==> src/rtl/xmem_pkg.sv <==
`timescale 1ns/1ps
package xmem_pkg;

  typedef enum logic [2:0] {
    CFG_PTR_LO  = 3'd0,
    CFG_PTR_HI  = 3'd1,
    CFG_PAGE    = 3'd2,
    CFG_UPPER   = 3'd3,
    CFG_STRETCH = 3'd4
  } cfg_sel_e;

  typedef enum logic [1:0] {
    SEQ_IDLE   = 2'd0,
    SEQ_STROBE = 2'd1,
    SEQ_DONE   = 2'd2
  } seq_state_e;

endpackage

==> src/rtl/xmem_cfg_regs.sv <==
`timescale 1ns/1ps
module xmem_cfg_regs #(
  parameter int DATA_W = 8,
  parameter int STR_W  = 3
) (
  input  logic              clk,
  input  logic              rst,
  input  logic              cfg_we,
  input  logic [2:0]        cfg_sel,
  input  logic [DATA_W-1:0] cfg_wdata,
  output logic [DATA_W-1:0] ptr_lo,
  output logic [DATA_W-1:0] ptr_hi,
  output logic [DATA_W-1:0] page,
  output logic [DATA_W-1:0] upper,
  output logic [STR_W-1:0]  stretch
);
  import xmem_pkg::*;

  always_ff @(posedge clk) begin
    if (rst) begin
      ptr_lo  <= '0;
      ptr_hi  <= '0;
      page    <= '0;
      upper   <= '0;
      stretch <= '0;
    end else if (cfg_we) begin
      case (cfg_sel)
        CFG_PTR_LO:  ptr_lo  <= cfg_wdata;
        CFG_PTR_HI:  ptr_hi  <= cfg_wdata;
        CFG_PAGE:    page    <= cfg_wdata;
        CFG_UPPER:   upper   <= cfg_wdata;
        CFG_STRETCH: stretch <= cfg_wdata[STR_W-1:0];
        default: ;
      endcase
    end
  end

  // reset leaves every register at zero
  a_r1_regs_cleared: assert property (@(posedge clk)
    rst |=> (ptr_lo == '0 && ptr_hi == '0 && page == '0 && upper == '0 && stretch == '0));

  // unused select codes leave all registers untouched
  a_r2_unused_code: assert property (@(posedge clk) disable iff (rst)
    (cfg_we && cfg_sel > 3'd4) |=> ($stable(ptr_lo) && $stable(ptr_hi) && $stable(page)
                                    && $stable(upper) && $stable(stretch)));

endmodule

==> src/rtl/xmem_addr_mux.sv <==
`timescale 1ns/1ps
module xmem_addr_mux #(
  parameter int DATA_W = 8,
  localparam int ADDR_W = 3 * DATA_W
) (
  input  logic              use_ind,
  input  logic [DATA_W-1:0] ind_lo,
  input  logic [DATA_W-1:0] ptr_lo,
  input  logic [DATA_W-1:0] ptr_hi,
  input  logic [DATA_W-1:0] page,
  input  logic [DATA_W-1:0] upper,
  output logic [ADDR_W-1:0] addr
);
  logic [DATA_W-1:0] mid_byte;
  logic [DATA_W-1:0] low_byte;

  always_comb begin
    mid_byte = use_ind ? upper  : ptr_hi;
    low_byte = use_ind ? ind_lo : ptr_lo;
    addr     = {page, mid_byte, low_byte};
  end

endmodule

==> src/rtl/xmem_seq.sv <==
`timescale 1ns/1ps
module xmem_seq #(
  parameter int DATA_W = 8,
  parameter int STR_W  = 3,
  localparam int ADDR_W = 3 * DATA_W
) (
  input  logic              clk,
  input  logic              rst,
  input  logic              req,
  input  logic              req_wr,
  input  logic [ADDR_W-1:0] next_addr,
  input  logic [DATA_W-1:0] req_wdata,
  input  logic [STR_W-1:0]  stretch,
  input  logic [DATA_W-1:0] xrdata,
  output logic [ADDR_W-1:0] xaddr,
  output logic [DATA_W-1:0] xwdata,
  output logic              xrd,
  output logic              xwr,
  output logic              xdata_oe,
  output logic              busy,
  output logic              done,
  output logic [DATA_W-1:0] rdata
);
  import xmem_pkg::*;

  seq_state_e           state;
  logic [STR_W-1:0]     remain;

  always_ff @(posedge clk) begin
    if (rst) begin
      state    <= SEQ_IDLE;
      remain   <= '0;
      xaddr    <= '0;
      xwdata   <= '0;
      xrd      <= 1'b0;
      xwr      <= 1'b0;
      xdata_oe <= 1'b0;
      busy     <= 1'b0;
      done     <= 1'b0;
      rdata    <= '0;
    end else begin
      done <= 1'b0;
      case (state)
        SEQ_IDLE: begin
          if (req) begin
            state    <= SEQ_STROBE;
            remain   <= stretch;
            xaddr    <= next_addr;
            xrd      <= !req_wr;
            xwr      <= req_wr;
            xdata_oe <= req_wr;
            busy     <= 1'b1;
            if (req_wr) xwdata <= req_wdata;
          end
        end
        SEQ_STROBE: begin
          if (remain == '0) begin
            state    <= SEQ_DONE;
            xrd      <= 1'b0;
            xwr      <= 1'b0;
            xdata_oe <= 1'b0;
            done     <= 1'b1;
            if (xrd) rdata <= xrdata;
          end else begin
            remain <= remain - 1'b1;
          end
        end
        SEQ_DONE: begin
          state <= SEQ_IDLE;
          busy  <= 1'b0;
        end
        default: state <= SEQ_IDLE;
      endcase
    end
  end

  // Checker state: measured strobe length and the length asked for
  logic [STR_W:0]   run_len;
  logic [STR_W-1:0] want_len;

  always_ff @(posedge clk) begin
    if (rst) begin
      run_len  <= '0;
      want_len <= '0;
    end else begin
      run_len <= (xrd || xwr) ? run_len + 1'b1 : '0;
      if (state == SEQ_IDLE && req) want_len <= stretch;
    end
  end

  // the strobe lasts stretch+1 cycles
  a_r5_width: assert property (@(posedge clk) disable iff (rst)
    $fell(xrd || xwr) |-> (run_len == {1'b0, want_len} + 1'b1));

  // read and write strobes never overlap
  a_r5_exclusive: assert property (@(posedge clk) disable iff (rst)
    !(xrd && xwr));

  // bus driven only while the write strobe is high
  a_r7_oe_write: assert property (@(posedge clk) disable iff (rst)
    xdata_oe |-> xwr);

  // address and write data hold through the strobe and the done cycle
  a_r8_addr_hold: assert property (@(posedge clk) disable iff (rst)
    (xrd || xwr) |=> ($stable(xaddr) && $stable(xwdata)));

  // done follows immediately after a strobe ends
  a_r10_done_after: assert property (@(posedge clk) disable iff (rst)
    done |-> ($past(xrd || xwr) && !(xrd || xwr)));

  // busy drops right after the done cycle
  a_r9_busy_drop: assert property (@(posedge clk) disable iff (rst)
    done |=> !busy);

endmodule

==> src/rtl/xmem_access_ctrl.sv <==
`timescale 1ns/1ps
module xmem_access_ctrl #(
  parameter int DATA_W = 8,
  parameter int STR_W  = 3,
  localparam int ADDR_W = 3 * DATA_W
) (
  input  logic              clk,
  input  logic              rst,
  input  logic              cfg_we,
  input  logic [2:0]        cfg_sel,
  input  logic [DATA_W-1:0] cfg_wdata,
  input  logic              req,
  input  logic              req_wr,
  input  logic              req_ind,
  input  logic [DATA_W-1:0] req_lo,
  input  logic [DATA_W-1:0] req_wdata,
  output logic              busy,
  output logic              done,
  output logic [DATA_W-1:0] rdata,
  output logic [ADDR_W-1:0] xaddr,
  output logic [DATA_W-1:0] xwdata,
  input  logic [DATA_W-1:0] xrdata,
  output logic              xrd,
  output logic              xwr,
  output logic              xdata_oe
);
  logic [DATA_W-1:0] ptr_lo, ptr_hi, page, upper;
  logic [STR_W-1:0]  stretch;
  logic [ADDR_W-1:0] next_addr;

  xmem_cfg_regs #(.DATA_W(DATA_W), .STR_W(STR_W)) u_regs (
    .clk(clk), .rst(rst), .cfg_we(cfg_we), .cfg_sel(cfg_sel), .cfg_wdata(cfg_wdata),
    .ptr_lo(ptr_lo), .ptr_hi(ptr_hi), .page(page), .upper(upper), .stretch(stretch)
  );

  xmem_addr_mux #(.DATA_W(DATA_W)) u_mux (
    .use_ind(req_ind), .ind_lo(req_lo), .ptr_lo(ptr_lo), .ptr_hi(ptr_hi),
    .page(page), .upper(upper), .addr(next_addr)
  );

  xmem_seq #(.DATA_W(DATA_W), .STR_W(STR_W)) u_seq (
    .clk(clk), .rst(rst), .req(req), .req_wr(req_wr), .next_addr(next_addr),
    .req_wdata(req_wdata), .stretch(stretch), .xrdata(xrdata),
    .xaddr(xaddr), .xwdata(xwdata), .xrd(xrd), .xwr(xwr), .xdata_oe(xdata_oe),
    .busy(busy), .done(done), .rdata(rdata)
  );

endmodule

==> config.mk <==
export PLATFORM = sky130hd
export DESIGN_NAME = xmem_access_ctrl
export DESIGN_NICKNAME = d
export VERILOG_FILES = /design/src/rtl/xmem_pkg.sv /design/src/rtl/xmem_cfg_regs.sv /design/src/rtl/xmem_addr_mux.sv /design/src/rtl/xmem_seq.sv /design/src/rtl/xmem_access_ctrl.sv
export SDC_FILE = /design/constraint.sdc
export NUM_CORES = 1
export LEC_CHECK = 0
export BUFFER_PORTS_ARGS = -buffer_cell sky130_fd_sc_hd__buf_2
export CAP_MARGIN = 0
export CORE_ASPECT_RATIO = 1.4
export CORE_UTILIZATION = 35
export CTS_BUF_LIST = sky130_fd_sc_hd__clkbuf_2
export CTS_CLUSTER_DIAMETER = 60
export DETAILED_ROUTE_END_ITERATION = 8
export PLACE_DENSITY = 0.57
export RECOVER_POWER = 50
export SLEW_MARGIN = 20
export SYNTH_ARGS = -nofsm -noshare
export SYNTH_HDL_FRONTEND = slang
export SYNTH_HIERARCHICAL = 1
export SYNTH_SLANG_ARGS = --single-unit
==> constraint.sdc <==
create_clock -name clk -period 3 [get_ports clk]
set_input_delay 0 -clock clk [delete_from_list [all_inputs] [get_ports clk]]
set_output_delay 0 -clock clk [all_outputs]
set_load 0.02 [all_outputs]
==> results of run 1 <==
## synth_stat cells (2+ instances only)
library cell,count,area share
nand4b_1,3,0.0073
nand4bb_1,4,0.013
mux2_2,6,0.019
buf_2,4,0.0056
mux2_4,10,0.042
nor3b_1,2,0.0042
nand2b_1,44,0.077
ha_1,2,0.0070
mux2i_1,35,0.097
buf_6,5,0.016
dfxtp_1,84,0.47
nand2_1,80,0.083
nor4bb_1,2,0.0056
a2111oi_2,2,0.0083
a21oi_1,42,0.058
nor2_1,6,0.0063
buf_4,10,0.021
clkbuf_1,17,0.018
inv_1,4,0.0042
nor2b_1,2,0.0035
## cells by family after synthesis
| group | synth area share |
|---|---|
| adders and majority gates | 0.00696 |
| muxes | 0.158 |
| and+or+nand+nor | 0.218 |
| DFF | 0.467 |
| AOI/OAI and AO/OA | 0.0797 |
| buffers and inverters | 0.0696 |
## registers in the layout, summed over array words and instances (netlist names)
| register | flops |
|---|---|
| u_seq/xaddr | 24 |
| u_regs/page | 8 |
| u_regs/ptr_hi | 8 |
| u_regs/ptr_lo | 8 |
| u_regs/upper | 8 |
| u_seq/rdata | 8 |
| u_seq/xwdata | 8 |
| u_regs/stretch | 3 |
| u_seq/remain | 3 |
| u_seq/state | 2 |
| u_seq/busy | 1 |
| u_seq/done | 1 |
| u_seq/xdata_oe | 1 |
| u_seq/xrd | 1 |
## critical path: cells and delay by family
family,cells,cell delay [ns]
buf+inv,3,2.02
simple gates,1,0.33
mux,1,0.10
## power by group through the flow
stage	sequential (mW)	clock, mW	combinational [mW]
2_1_floorplan	1.22	0	0.195
3_3_place_gp	1.20	0	0.282
3_5_place_dp	1.21	0	0.289
4_1_cts	1.18	0.601	0.329
5_1_grt	1.19	0.640	0.355
6_report	1.18	0.568	0.321
## metrics by stage
step | util | worst slack [ns] | hold WS [ns]
final | 0.446 | 0.942 | 0.153
after global routing | 0.446 | 0.752 | 0.135
after CTS | 0.452 | 1.26 | 0.101
after detailed placement | 0.401 | 1.30 | 0.244
after global placement | 0.401 | 1.39 | 0.233
after floorplan | - | 1.37 | 0.0964
## path summary, 6_finish.rpt
| check | start | to | slack (ns) | cells after the start |
|---|---|---|---|---|
| max | rst | u_regs/ptr_hi[3] | 0.94 | 5 |
| min | req_ind | u_seq/xaddr[6] | 0.15 | 4 |
| max reg2reg | u_seq/remain[0] | u_seq/remain[1] | 1.26 | 5 |
| min reg2reg | u_regs/page[3] | u_seq/xaddr[19] | 0.46 | 2 |
## routing by layer
metal,vias to the layer above,wire length (um)
met5,-,0
met4,0,112
met3,8,334
met2,65,4060
met1,1292,3750
li1,1456,-
## layout make-up
| type | count | area, sq um |
|---|---|---|
| Antenna cell | 1 | 2.50 |
| Clock buffer | 11 | 55.1 |
| Clock inverter | 5 | 52.6 |
| Fill cell | 1029 | 5520 |
| Inverter | 4 | 15.0 |
| Multi-Input combinational cell | 252 | 1670 |
| Sequential cell | 84 | 1680 |
| Tap cell | 135 | 169 |
| Timing Repair Buffer | 129 | 795 |
==> flow_summary.json, run 1 <==
{
  "cts_tree": "yes",
  "first_pass_iters": 4,
  "via_per_inst": 4.54,
  "synthCells": 377,
  "drive_above_1_share": 0.161,
  "portBuffers": 85,
  "clock_tree.root_cell": "clkbuf_2",
  "yosysSeqAreaShare": 0.467,
  "yosys_warnings": 6,
  "endpoint_kind": "flip-flop",
  "crit_arrival_ns": 2.47,
  "instances_no_fill": 621,
  "path_clk_slew_ns": 0.22,
  "internal_power_mw": 1.50,
  "cts_buffers": 9,
  "startpoint_type": "input pin",
  "vias": 2821,
  "io_pins": 86,
  "hpwl_um": 5650,
  "finalCritPeriodShare": 0.686,
  "setup_viol": 0,
  "period_needed_ns": 2.06,
  "synth_seq_cells": 84,
  "yosysUniqueCellTypes": 33,
  "first_global_vias": 2643,
  "leakage_nw": 1.80,
  "pwr-share-clk": 0.274,
  "cap_violations": 0,
  "routedWlPerCell_um": 13.3,
  "antenna_found_initial": 1,
  "ant_nets": 0,
  "worstHoldPathType": "input pin to flip-flop",
  "p_seq_frac": 0.571,
  "dp.cells": 564,
  "ir_worst_vdd_v": 0.000154,
  "fp.dieH_um": 122,
  "clock_path_buffers": 2,
  "p_sw_frac": 0.278,
  "crit_chain": "dlygate4sd3_1 > clkbuf_1 > clkbuf_1 > nand2b_1 > mux2i_1",
  "cts_hold_buf": 40,
  "final_cell_mix": "dfxtp_1 (84), nand2_1 (80), clkbuf_1 (47)",
  "cp_common_cell": "clkbuf_1",
  "tightest_slew_ns": 1.07,
  "power.switching_uw": 576,
  "core_area_sq_um": 9950,
  "power_density_nw_per_um2": 467,
  "drc_errors": 0,
  "cts_resized": 0,
  "synth-edff-count": 0,
  "finalClockSkew_ns": 0.0248,
  "total_power_mw": 2.07,
  "rsz0062_at_grt": "no",
  "start_util": 0.361,
  "grt_max_degree": 42,
  "use_met1": 0.192,
  "cts_sinks": 84,
  "status": "finished clean",
  "grt_usage": 0.161,
  "postCtsSetupBuffers": 0,
  "busiest_layer": "met2",
  "max_stage_delay_ns": 0.84,
  "worst-path-max-fanout": 31,
  "final_area_sq_um": 4440,
  "syn-num-nets": 420,
  "place_area_sq_um": 3990,
  "worstPathRequired_ns": 3.41,
  "nets": 523,
  "worstSetupPathType": "input pin to flip-flop",
  "insertion_delay_ns": 0.53,
  "ys.flop_type": "dfxtp_1",
  "maxSlewHeadroom": 0.279,
  "use_met3": 0.0352,
  "synthArstFlopShare": 0,
  "wirelength_um": 8260,
  "synthesis.area_sq_um": 3600,
  "setup_tns_ns": 0,
  "rows": 43,
  "maxSlewViolCount": 0,
  "final_common_cell": "dfxtp_1",
  "drt_iter0_markers": 113,
  "slowest_stage": "clkbuf_1",
  "place_congestion": 0.690,
  "htreeDepth": 3,
  "grt_pass1_wl_um": 13000,
  "synth.avg_cell_area_sq_um": 9.54,
  "pwr-share-comb": 0.155,
  "finalHoldViolCount": 0,
  "grt_overflow_total": 0,
  "globalRouteMet2Util": 0.275,
  "syn_to_final_growth_pct": 23.3,
  "fmax_ghz": 0.486,
  "dieArea_sq_um": 10700,
  "die_w_um": 87.7
}
Power figures use the tool's default switching activity.
==> inputs of run 2 (changes only) <==
Settings changed: PLACE_DENSITY 0.57 to 0.59.
Clock period 3 ns to 1.7 ns, I/O delays scaled along.
==> flow_summary.json, run 2 (synthesis results as in run 1) <==
{
  "worst-path-max-fanout": 19,
  "grt_pass1_wl_um": 12900,
  "finalCritPeriodShare": 0.925,
  "rows": 43,
  "tightest_slew_ns": 0.528,
  "crit_arrival_ns": 2.00,
  "hpwl_um": 5650,
  "grt_usage": 0.160,
  "rsz0062_at_grt": "no",
  "internal_power_mw": 2.65,
  "finalHoldViolCount": 0,
  "routedWlPerCell_um": 13.0,
  "p_seq_frac": 0.573,
  "final_cell_mix": "dfxtp_1 (83), nand2_1 (80), clkbuf_1 (44), nand2b_1 (44), buf_2 (43)",
  "worstPathRequired_ns": 2.13,
  "largest_reg_flops": 24,
  "drc_errors": 0,
  "drive_above_1_share": 0.178,
  "critPathLaunch": "rst",
  "setup_ws_ns": 0.128,
  "nets": 532,
  "setup_tns_ns": 0,
  "worstHoldPathType": "input pin to flip-flop",
  "core_area_sq_um": 9950,
  "power.switching_uw": 991,
  "first_pass_iters": 4,
  "p_sw_frac": 0.272,
  "final_common_cell": "dfxtp_1",
  "grt_overflow_total": 0,
  "antenna_found_initial": 0,
  "startpoint_type": "input pin",
  "hold_start": "req_ind",
  "clock_path_buffers": 2,
  "ant_nets": 0,
  "maxSlewViolCount": 0,
  "path_clk_slew_ns": 0.19,
  "syn_to_final_growth_pct": 25.1,
  "insertion_delay_ns": 0.52,
  "fmax_ghz": 0.636,
  "first_global_vias": 2727,
  "grt_max_degree": 31,
  "cts_sinks": 84,
  "finalClockSkew_ns": 0.0198,
  "die_w_um": 87.7,
  "power_density_nw_per_um2": 810,
  "wirelength_um": 8180,
  "maxSlewHeadroom": 0.646,
  "drt_iter0_markers": 90,
  "pwr-share-comb": 0.159,
  "dieArea_sq_um": 10700,
  "ir_worst_vdd_v": 0.000359,
  "htreeDepth": 3,
  "leakage_nw": 1.86,
  "via_per_inst": 4.57,
  "clock_tree.root_cell": "clkbuf_2",
  "io_pins": 86,
  "fp.dieH_um": 122,
  "pre_cts_slack_ns": 0.103,
  "largest-register": "u_seq/xaddr",
  "cap_violations": 0,
  "fillers": 1012,
  "status": "finished clean",
  "total_power_mw": 3.65,
  "period_needed_ns": 1.57,
  "vias": 2874,
  "setup_viol": 0,
  "rr_startpoint": "u_seq/remain[0]",
  "start_util": 0.361,
  "endpoint_kind": "flip-flop",
  "worstSetupPathType": "input pin to flip-flop",
  "portBuffers": 85,
  "whs_ns": 0.180,
  "place_congestion": 0.720,
  "cts_buffers": 9,
  "pwr-share-clk": 0.268,
  "cts_tree": "yes"
}
==> run 2: cell count changes in the layout (fill, tap and decap cells not counted), sizes merged <==
cell         previous run  this run
buf                    42        52
dlygate4sd3            40        42
clkbuf                 58        56
clkinv                  4         2
==> run 2: area by class of cell <==
cell class | count | area (sq um) | area share
Sequential cell | 84 | 1680 | 0.374
Multi-Input combinational cell | 252 | 1670 | 0.370
Timing Repair Buffer | 138 | 868 | 0.193
Tap cell | 135 | 169 | 0.0375
Clock buffer | 12 | 60.1 | 0.0133
Clock inverter | 3 | 38.8 | 0.00862
Inverter | 4 | 15.0 | 0.00334
Antenna cell | 1 | 2.50 | 0.000556
==> run 2: what timing repair did <==
action	4_1_cts	5_1_grt
endpoints found under the hold margin	76	0
setup buffers	0	2
hold buffers	42	0
endpoints found under the setup margin	0	5
gates resized for setup	0	1
==> run 2: per-stage QoR <==
step                      area [sq um]  instances  utilization
after detailed placement          4020        569        0.404
final                             4500        629        0.452
after global placement            4020        569        0.404
after floorplan                   3600        377            -
after global routing              4500        628        0.452
after CTS                         4540        626        0.456
==> run 2: path summary, 6_finish.rpt <==
check,slack (ns),cells after the start,to
max reg2reg,0.13,5,u_seq/remain[2]
min,0.18,4,u_seq/xaddr[2]
max,0.13,6,u_regs/upper[4]
min reg2reg,0.45,2,u_seq/xaddr[19]
==> run 2: power by group through the flow <==
stage | clock (mW) | combinational (mW) | sequential [mW]
6_report | 0.976 | 0.581 | 2.09
5_1_grt | 1.11 | 0.640 | 2.10
2_1_floorplan | 0 | 0.344 | 2.16
4_1_cts | 1.02 | 0.596 | 2.09
3_5_place_dp | 0 | 0.523 | 2.13
3_3_place_gp | 0 | 0.514 | 2.12
==> run 2: worst max-delay path, stage by stage <==
cell and delay (ns):
dlygate4sd3_1 0.54, buf_2 0.30, buf_4 0.28, nand2b_1 0.23, mux2i_1 0.09, dlygate4sd3_1 0.56
==> run 2: per-layer routing <==
| metal | share of wire | vias up | track usage |
|---|---|---|---|
| met5 | 0 | - | 0 |
| met3 | 0.039 | 8 | 0.0454 |
| met2 | 0.49 | 71 | 0.277 |
| li1 | - | 1467 | - |
| met4 | 0.015 | 0 | 0.0645 |
| met1 | 0.45 | 1328 | 0.184 |
==> inputs of run 3 (changes only) <==
Settings changed: ABC_AREA from default to 1.
==> flow_summary.json, run 3 <==
{
  "status": "finished clean",
  "setup_tns_ns": 0,
  "pwr-share-clk": 0.222,
  "cts_tree": "yes",
  "synth_top_area_cell": "dfxtp_1",
  "m1WireLength_um": 3950,
  "synthesis.area_sq_um": 3600,
  "wl_met3_um": 372,
  "wirelength_um": 8960,
  "grt_max_degree": 36,
  "synth-edff-count": 0,
  "nets": 674,
  "synth_compound_area_frac": 0.0667,
  "first_pass_iters": 5,
  "grt_usage": 0.175,
  "pwr-share-comb": 0.216,
  "worstHoldPathType": "input pin to flip-flop",
  "internal_power_mw": 2.63,
  "power.switching_mw": 1.24,
  "rr_startpoint": "u_seq/remain[0]",
  "top_layer": "met4",
  "path_clk_slew_ns": 0.22,
  "synthAdderAreaFrac": 0.00695,
  "final_area_sq_um": 4610,
  "fmax_ghz": 0.599,
  "p_sw_frac": 0.321,
  "vias": 3466,
  "cp_common_cell": "dlygate4sd3_1",
  "syn-num-nets": 546,
  "crit_chain": "dlygate4sd3_1 > buf_2 > nor2_4 > nand3_1 > dlygate4sd3_1 > nand2_1 > nor2_1 > dlygate4sd3_1",
  "via_per_inst": 4.49,
  "antenna_found_initial": 1,
  "final_common_cell": "nor2_1",
  "yosysMostFrequentCell": "nor2_1",
  "place_congestion": 0.813,
  "power_density_nw_per_um2": 839,
  "ir_worst_vdd_v": 0.000244,
  "total_power_mw": 3.87,
  "max_stage_delay_ns": 0.56,
  "synth_area_leaders": "dfxtp_1 (47%), nor2_1 (16%), nand2_1 (9.8%)",
  "clock_path_buffers": 2,
  "place_area_sq_um": 4010,
  "fp.dieH_um": 122,
  "syn_to_final_growth_pct": 28.1,
  "rows": 43,
  "finalCritPeriodShare": 0.981,
  "synthTopCellsByCount": "nor2_1 (149), nand2_1 (94), dfxtp_1 (84)",
  "slowest_stage": "dlygate4sd3_1",
  "io_pins": 86,
  "synth_top_family_by_area": "simple AND/OR/NAND/NOR gates",
  "yosys_warnings": 6,
  "startpoint_type": "input pin",
  "p_seq_frac": 0.563,
  "crit_family": "buffers and inverters",
  "crit_arrival_ns": 2.13,
  "drive_above_1_share": 0.132,
  "worst-path-max-fanout": 6,
  "routedWlPerCell_um": 11.6,
  "finalClockSkew_ns": 0.0292,
  "htreeDepth": 3,
  "core_area_sq_um": 9950,
  "grt_overflow_total": 0,
  "yosysSeqAreaShare": 0.467,
  "yosysUniqueCellTypes": 22,
  "largest_reg_flops": 24,
  "cap_violations": 0,
  "cts_sinks": 84,
  "final_cell_mix": "nor2_1 (150), nand2_1 (93), dfxtp_1 (84)",
  "synth.avg_cell_area_sq_um": 7.16,
  "postCtsSetupBuffers": 0,
  "dieArea_sq_um": 10700,
  "tightest_slew_ns": 0.535,
  "maxSlewHeadroom": 0.642,
  "wl_met2_um": 4510,
  "start_util": 0.362,
  "setup_viol": 0,
  "hold_start": "cfg_sel[2]",
  "die_w_um": 87.7,
  "ant_nets": 0,
  "endpoint_kind": "flip-flop",
  "insertion_delay_ns": 0.54,
  "leakage_nw": 2.03,
  "period_needed_ns": 1.67,
  "clock_tree.root_cell": "clkbuf_2",
  "rsz0062_at_grt": "no",
  "cts_buffers": 9,
  "first_global_vias": 3345,
  "hpwl_um": 6000,
  "synthCells": 503,
  "drt_iter0_markers": 93,
  "critPathLaunch": "cfg_sel[1]",
  "portBuffers": 85,
  "grt_pass1_wl_um": 14600,
  "synth_seq_cells": 84,
  "finalHoldViolCount": 0,
  "synth.mux.area_fraction": 0,
  "synthSimpleGateAreaFrac": 0.366,
  "maxSlewViolCount": 0,
  "synth-xor-area-share": 0,
  "largest-register": "u_seq/xaddr",
  "whs_ns": 0.0489,
  "ys.flop_type": "dfxtp_1",
  "worstSetupPathType": "input pin to flip-flop",
  "drc_errors": 0,
  "crit_buf_inv": 4,
  "synthArstFlopShare": 0,
  "synth_top_area_frac": 0.467,
  "worstPathRequired_ns": 2.16
}
## run 3: cell count changes after synthesis, sizes merged, moves of 4 or more
| cell | change |
|---|---|
| nand2 | +23 |
| buf | +5 |
| inv | +21 |
| a21oi | -36 |
| nand3 | +41 |
| clkbuf | -12 |
| mux2 | -16 |
| nand4bb | -4 |
| o21ai | +42 |
| nor3 | +8 |
| nor2 | +153 |
| mux2i | -35 |
| nand2b | -44 |
## run 3: repair_timing
action	4_1_cts	5_1_grt
gates resized for setup	0	1
hold buffers	57	0
endpoints found under the hold margin	81	0
endpoints found under the setup margin	0	1
## run 3: layout make-up
class | count | area [sq um]
repair buffers | 147 | 990
fillers | 1077 | 5340
multi-input cells | 363 | 1580
clock buffers | 12 | 60.1
diodes | 1 | 2.50
flip-flops and latches | 84 | 1680
clock inverters | 4 | 26.3
well taps | 135 | 169
inverters | 26 | 103
## run 3: per-layer routing
layer,vias to the layer above,track usage
met2,91,0.309
met3,8,0.0318
met1,1536,0.199
met4,0,0.0881
li1,1831,-
met5,-,0
## run 3: worst paths after layout
| path | slack (ns) | to | cells after the start |
|---|---|---|---|
| setup / recovery | 0.03 | u_regs/ptr_hi[4] | 8 |
| hold / removal | 0.05 | u_regs/ptr_lo[4] | 6 |
| setup reg to reg | 0.25 | u_seq/rdata[5] | 7 |
| hold reg to reg | 0.50 | u_regs/ptr_hi[6] | 2 |
## run 3: power by group through the flow
stage / Combinational, mW / Clock, mW / Sequential (mW)
2_1_floorplan: 0.456 / 0 / 2.32
3_3_place_gp: 0.754 / 0 / 2.21
3_5_place_dp: 0.764 / 0 / 2.22
4_1_cts: 0.861 / 0.908 / 2.17
5_1_grt: 0.946 / 0.977 / 2.20
6_report: 0.834 / 0.857 / 2.18
## run 3: cells by family (layout without fill, tap and decap cells)
family,Yosys count,after routing
AO/OA/AOI/OAI,48,48
adder cells (fa/ha/maj),2,2
buffers and inverters,56,189
flip-flops,84,84
other,0,1
AND/OR/NAND/NOR,313,313
## run 3: tightest hold or removal path, cell delays in order
cell	delay [ns]
buf_2	0.10
nor2_2	0.04
buf_4	0.21
nand3_1	0.10
nand2_1	0.05
nor2_1	0.07
## run 3: stage by stage
stage / cells / setup WS [ns] / util
floorplan: 503 / 0.356 / -
global placement: 698 / 0.264 / 0.403
detailed placement: 698 / 0.183 / 0.403
CTS: 771 / 0.0848 / 0.469
global route: 772 / 0.0164 / 0.463
finish: 772 / 0.0318 / 0.463
